$ cat config.mk
export PLATFORM = sky130hd
export DESIGN_NAME = oneshot_timer
export DESIGN_NICKNAME = d
export VERILOG_FILES = /design/src/rtl/timer_pkg.sv /design/src/rtl/timer_ctrl_reg.sv /design/src/rtl/timer_countdown.sv /design/src/rtl/timer_read_mux.sv /design/src/rtl/oneshot_timer.sv
export SDC_FILE = /design/constraint.sdc
export NUM_CORES = 1
export LEC_CHECK = 0
export BUFFER_PORTS_ARGS = -buffer_cell sky130_fd_sc_hd__buf_4
export CELL_PAD_IN_SITES_DETAIL_PLACEMENT = 1
export CELL_PAD_IN_SITES_GLOBAL_PLACEMENT = 1
export CORE_MARGIN = 3
export CORE_UTILIZATION = 36
export CTS_CLUSTER_DIAMETER = 50
export DETAILED_ROUTE_END_ITERATION = 6
export PLACE_DENSITY = 0.88
export RECOVER_POWER = 100
export SLEW_MARGIN = 25
export SYNTH_ARGS = -nofsm -noshare
export SYNTH_HDL_FRONTEND = slang
export SYNTH_HIERARCHICAL = 1
export SYNTH_SLANG_ARGS = --single-unit
export TNS_END_PERCENT = 10
$ cat constraint.sdc
create_clock -name clk -period 2.5 [get_ports clk]
set_input_delay 0.75 -clock clk [delete_from_list [all_inputs] [get_ports clk]]
set_output_delay 0.75 -clock clk [all_outputs]
set_load 0.01 [all_outputs]
$ cat src/rtl/timer_pkg.sv
package timer_pkg;
    // Control bit positions; software depends on these.
    localparam int EN_POS   = 0;
    localparam int IE_POS   = 1;
    localparam int PEND_POS = 2;
    localparam int CLR_POS  = 4;

    typedef struct packed {
        logic en;
        logic ie;
        logic pend;
    } ctrl_t;
endpackage

$ cat src/rtl/timer_ctrl_reg.sv
module timer_ctrl_reg
    import timer_pkg::*;
(
    input  logic  clk,
    input  logic  rst_n,
    input  logic  ctrl_we,
    input  logic  w_en,
    input  logic  w_ie,
    input  logic  w_clr,
    input  logic  expire,
    output ctrl_t ctrl_q
);
    ctrl_t ctrl_d;

    always_comb begin
        ctrl_d = ctrl_q;
        if (ctrl_we) begin
            ctrl_d.en = w_en;
            // Interrupt controls only change when the same write keeps enable on.
            if (w_en) begin
                ctrl_d.ie = w_ie;
                if (w_clr) begin
                    ctrl_d.pend = 1'b0;
                end
            end
        end
        // A new event outranks a simultaneous clear.
        if (expire) begin
            ctrl_d.pend = 1'b1;
        end
    end

    always_ff @(posedge clk or negedge rst_n) begin
        if (!rst_n) begin
            ctrl_q <= '0;
        end else begin
            ctrl_q <= ctrl_d;
        end
    end
endmodule

$ cat src/rtl/timer_countdown.sv
module timer_countdown #(
    parameter int CNT_W = 32
) (
    input  logic             clk,
    input  logic             rst_n,
    input  logic             en,
    input  logic             stop,
    input  logic             load,
    input  logic [CNT_W-1:0] load_val,
    output logic [CNT_W-1:0] count,
    output logic             running,
    output logic             expire
);
    localparam logic [CNT_W-1:0] ONE = CNT_W'(1);

    typedef struct packed {
        logic [CNT_W-1:0] cnt;
        logic             run;
    } cd_t;

    cd_t cd_d, cd_q;

    always_comb begin
        cd_d   = cd_q;
        expire = 1'b0;
        if (cd_q.run && en) begin
            if (cd_q.cnt <= ONE) begin
                cd_d.cnt = '0;
                cd_d.run = 1'b0;
                expire   = 1'b1;
            end else begin
                cd_d.cnt = cd_q.cnt - ONE;
            end
        end
        if (stop) begin
            cd_d.run = 1'b0;
        end
        if (load) begin
            cd_d.cnt = load_val;
            cd_d.run = 1'b1;
        end
    end

    always_ff @(posedge clk or negedge rst_n) begin
        if (!rst_n) begin
            cd_q <= '0;
        end else begin
            cd_q <= cd_d;
        end
    end

    assign count   = cd_q.cnt;
    assign running = cd_q.run;
endmodule

$ cat src/rtl/timer_read_mux.sv
module timer_read_mux
    import timer_pkg::*;
#(
    parameter int                ADDR_W   = 8,
    parameter int                DATA_W   = 32,
    parameter int                CNT_W    = 32,
    parameter logic [ADDR_W-1:0] CTRL_OFS = 8'h40,
    parameter logic [ADDR_W-1:0] VAL_OFS  = 8'h44
) (
    input  logic              rd_en,
    input  logic [ADDR_W-1:0] addr,
    input  ctrl_t             ctrl,
    input  logic [CNT_W-1:0]  count,
    output logic [DATA_W-1:0] rdata
);
    always_comb begin
        rdata = '0;
        if (rd_en) begin
            if (addr == CTRL_OFS) begin
                rdata[EN_POS]   = ctrl.en;
                rdata[IE_POS]   = ctrl.ie;
                rdata[PEND_POS] = ctrl.pend;
            end else if (addr == VAL_OFS) begin
                rdata = DATA_W'(count);
            end
        end
    end
endmodule

$ cat src/rtl/oneshot_timer.sv
module oneshot_timer
    import timer_pkg::*;
#(
    parameter int                ADDR_W   = 8,
    parameter int                DATA_W   = 32,
    parameter int                CNT_W    = 32,
    parameter logic [ADDR_W-1:0] CTRL_OFS = 8'h40,
    parameter logic [ADDR_W-1:0] VAL_OFS  = 8'h44
) (
    input  logic              clk,
    input  logic              rst_n,
    input  logic              wr_en,
    input  logic              rd_en,
    input  logic [ADDR_W-1:0] addr,
    input  logic [DATA_W-1:0] wdata,
    output logic [DATA_W-1:0] rdata,
    output logic              irq
);
    ctrl_t            ctrl_q;
    logic [CNT_W-1:0] count;
    logic             running;
    logic             expire;
    logic             ctrl_we;
    logic             load;
    logic             stop;

    assign ctrl_we = wr_en && (addr == CTRL_OFS);
    assign load    = wr_en && (addr == VAL_OFS) && ctrl_q.en;
    assign stop    = ctrl_we && !wdata[EN_POS];

    timer_ctrl_reg u_ctrl (
        .clk     (clk),
        .rst_n   (rst_n),
        .ctrl_we (ctrl_we),
        .w_en    (wdata[EN_POS]),
        .w_ie    (wdata[IE_POS]),
        .w_clr   (wdata[CLR_POS]),
        .expire  (expire),
        .ctrl_q  (ctrl_q)
    );

    timer_countdown #(.CNT_W(CNT_W)) u_cnt (
        .clk      (clk),
        .rst_n    (rst_n),
        .en       (ctrl_q.en),
        .stop     (stop),
        .load     (load),
        .load_val (wdata[CNT_W-1:0]),
        .count    (count),
        .running  (running),
        .expire   (expire)
    );

    timer_read_mux #(
        .ADDR_W   (ADDR_W),
        .DATA_W   (DATA_W),
        .CNT_W    (CNT_W),
        .CTRL_OFS (CTRL_OFS),
        .VAL_OFS  (VAL_OFS)
    ) u_rd (
        .rd_en (rd_en),
        .addr  (addr),
        .ctrl  (ctrl_q),
        .count (count),
        .rdata (rdata)
    );

    assign irq = ctrl_q.pend && ctrl_q.ie && ctrl_q.en;
endmodule

==> flow_summary.json <==
{
  "status": "complete, but fails checks",
  "violations": "negative setup slack",
  "nNetsFinal": 466,
  "switchingPower_mw": 0.588,
  "port_buffers": 76,
  "finalHoldViolCount": 0,
  "cts_root_buffer": "clkbuf_8",
  "synthDistinctLibCells": 54,
  "cts_sinks": 36,
  "synthFlopType": "dfrtp_1",
  "fp.coreArea_um2": 7770,
  "multi_input_area_um2": 2110,
  "postCtsHoldBufs": 0,
  "synth_fp_nets": 382,
  "post_dp_cell_area_um2": 3890,
  "post-place-ws_ns": -0.423,
  "crit_path_start_kind": "input pin",
  "synth_top_cell_by_area": "dfrtp_1",
  "max_slew.worst_pin.slew_ns": 0.964,
  "grt_pass1_vias": 3131,
  "place_inst": 515,
  "setup_viol": 42,
  "antenna_left": 0,
  "via_count": 3104,
  "synth.area.top_cells": "dfrtp_1, nor3_2, nand3_1, o31ai_1, xnor2_1",
  "worstSetupPathType": "in -> out",
  "first_pass_iters": 4,
  "grt_pass1_wl_um": 16800,
  "diodes": 0,
  "routed_via_density": 5.95,
  "fin_crit_ns": 2.79,
  "antenna_found_initial": 0,
  "drive_gt1_share_pct": 42.1,
  "pwr-share-seq_pct": 44.6,
  "die_h_um": 95.8,
  "fmax_mhz": 358,
  "synthCells": 336,
  "critical_path.endpoint_type": "primary output",
  "numCtsBuffers": 5,
  "avgSynthCellArea_um2": 8.63,
  "wl_per_cell_um": 20.7,
  "cp_max_fo": 21,
  "async_flop_share_pct": 100,
  "max_cap_viol_count": 0,
  "ys_ff_latch": 36,
  "core.rowCount": 32,
  "dp.final_hpwl_um": 7830,
  "finalSetupTns_ns": -8.36,
  "gp_congestion": 0.936,
  "initialDrtViolationCount": 282,
  "final_area_um2": 4090,
  "grt_max_degree": 69,
  "cts_buffer_depth": 2,
  "switching_share_pct": 35.3,
  "mappedNetlistArea_um2": 2900,
  "pin_count": 77,
  "clk_latency_ns": 0.29,
  "h-tree-depth": 2,
  "seq_area_um2": 901,
  "p_clk_share_pct": 27.5,
  "die_area_um2": 9170,
  "synth_warnings": 6,
  "synth_edf_count": 0,
  "irDropWorstVdd_v": 0.000200,
  "overflow": 0,
  "pwr-share-comb_pct": 27.9,
  "worstPathArrival_ns": 2.04,
  "initial_core_util_pct": 37.3,
  "clkTransAtPathRegs_ns": 0.07,
  "powerDensity_nw_per_um2": 408,
  "fin_crit_sh_pct": 112,
  "finalNonFillerCells": 522,
  "drc_errors": 0,
  "final.setup_skew_ns": 0.00874,
  "fillers": 905,
  "yosysSeqAreaShare_pct": 31.1,
  "p_total_mw": 1.67,
  "die_x_um": 95.8,
  "synth.top_cell.area_share_pct": 31.1,
  "yosys-top-cells-count": "dfrtp_1, nand2_1, nand3_1, nor3_2, o31ai_1",
  "slew_violations": 0,
  "slew_headroom_pct": 35.7,
  "rsz0062_at_grt": "yes",
  "grt_usage_pct": 23.3,
  "setup_ws_ns": -0.291,
  "utilization_pct": 52.6,
  "cts_tree": "built",
  "internal_power_mw": 1.08,
  "wl_um": 10800,
  "hold_path_class": "reg -> reg",
  "area_delta_synth_final_pct": 41.0,
  "cp.required_ns": 1.75,
  "whs_ns": 0.504,
  "p_leak_nw": 1.84
}
critical path, stage by stage:
cell and delay, ns:
buf_4 0.11, or4b_4 0.57, buf_12 0.22, nor3_4 0.21, buf_4 0.16
flip-flops by register name, indices dropped and copies added, names as in the netlist:
name	count
u_cnt/running	1
u_ctrl/ctrl_q	3
u_cnt/count	32
repair_timing:
| item | 4_1_cts | 5_1_grt |
|---|---|---|
| setup buffers | 0 | 0 |
| setup endpoints to repair | 36 | 50 |
| cloned | 0 | 0 |
| gates resized for setup | 10 | 13 |
area by class of cell:
type / count / area share [%]
Multi-Input combinational cell: 267 / 51.7
Sequential cell: 36 / 22.0
Timing Repair Buffer: 106 / 20.4
Tap cell: 102 / 3.12
Clock buffer: 7 / 2.36
Inverter: 4 / 0.367
path summary, 6_finish.rpt:
| check | start | end | slack [ns] | cells past startpoint |
|---|---|---|---|---|
| worst max register to register | u_cnt/count[10]$_DFFE_PN0P_ | u_cnt/count[27]$_DFFE_PN0P_ | -0.07 | 6 |
| worst max-delay path | addr[5] | rdata[23] | -0.29 | 5 |
| worst min register to register | u_ctrl/ctrl_q[0]$_DFFE_PN0P_ | u_ctrl/ctrl_q[0]$_DFFE_PN0P_ | 0.50 | 1 |
| worst min-delay path | u_ctrl/ctrl_q[0]$_DFFE_PN0P_ | u_ctrl/ctrl_q[0]$_DFFE_PN0P_ | 0.50 | 1 |
| min in group asynchronous | rst_n | u_cnt/count[22]$_DFFE_PN0P_ | 0.59 | 1 |
| max in group asynchronous | rst_n | u_cnt/count[24]$_DFFE_PN0P_ | 1.30 | 1 |
cell usage in the layout, fill, tap and decap left out, drive strengths merged, types with 2 or more instances in the layout:
| cell type | Yosys | layout |
|---|---|---|
| inv | 4 | 4 |
| nand2b | 6 | 6 |
| xor2 | 6 | 6 |
| nand2 | 37 | 37 |
| and3 | 2 | 2 |
| buf | 12 | 102 |
| nand3 | 35 | 35 |
| or3 | 9 | 9 |
| nand4b | 2 | 2 |
| a31o | 2 | 2 |
| nor3 | 48 | 48 |
| xnor2 | 16 | 16 |
| mux2i | 4 | 4 |
| o21ai | 6 | 6 |
| nand4 | 3 | 3 |
| a21o | 2 | 2 |
| o31ai | 22 | 22 |
| nor2b | 2 | 2 |
| nor2 | 14 | 14 |
| dfrtp | 36 | 36 |
| nor4 | 16 | 16 |
| clkbuf | 16 | 11 |
| and2 | 2 | 2 |
| a31oi | 3 | 3 |
| ha | 2 | 2 |
| or4b | 2 | 2 |
| a21oi | 7 | 7 |
| or4 | 5 | 5 |
layer usage:
metal  vias up  global-route usage, %  share of wire [%]
li1       1408                      -                  -
met5         -                      0                  0
met4         0                   7.11                2.5
met2       126                   38.4                 50
met3        25                   2.89                5.5
met1      1545                   31.8                 42
power groups by stage:
stage | Clock [mW] | Sequential (mW) | Combinational [mW]
2_1_floorplan | 0 | 0.718 | 0.264
3_3_place_gp | 0 | 0.744 | 0.409
3_5_place_dp | 0 | 0.748 | 0.440
4_1_cts | 0.466 | 0.738 | 0.453
5_1_grt | 0.489 | 0.752 | 0.500
6_report | 0.458 | 0.744 | 0.466
kinds of logic (layout without fill, tap and decap cells):
group | count (synthesis) | after routing | synth area share (%)
and+or+nand+nor | 187 | 187 | 40.2
AOI/OAI and AO/OA | 51 | 51 | 12.4
DFF | 36 | 36 | 31.1
buffers and inverters | 33 | 117 | 6.95
xor gates and xnor gates | 22 | 22 | 6.64
muxes | 5 | 5 | 1.90
adders and majority gates | 2 | 2 | 0.863
No activity file was read; power rests on OpenSTA's default activity.
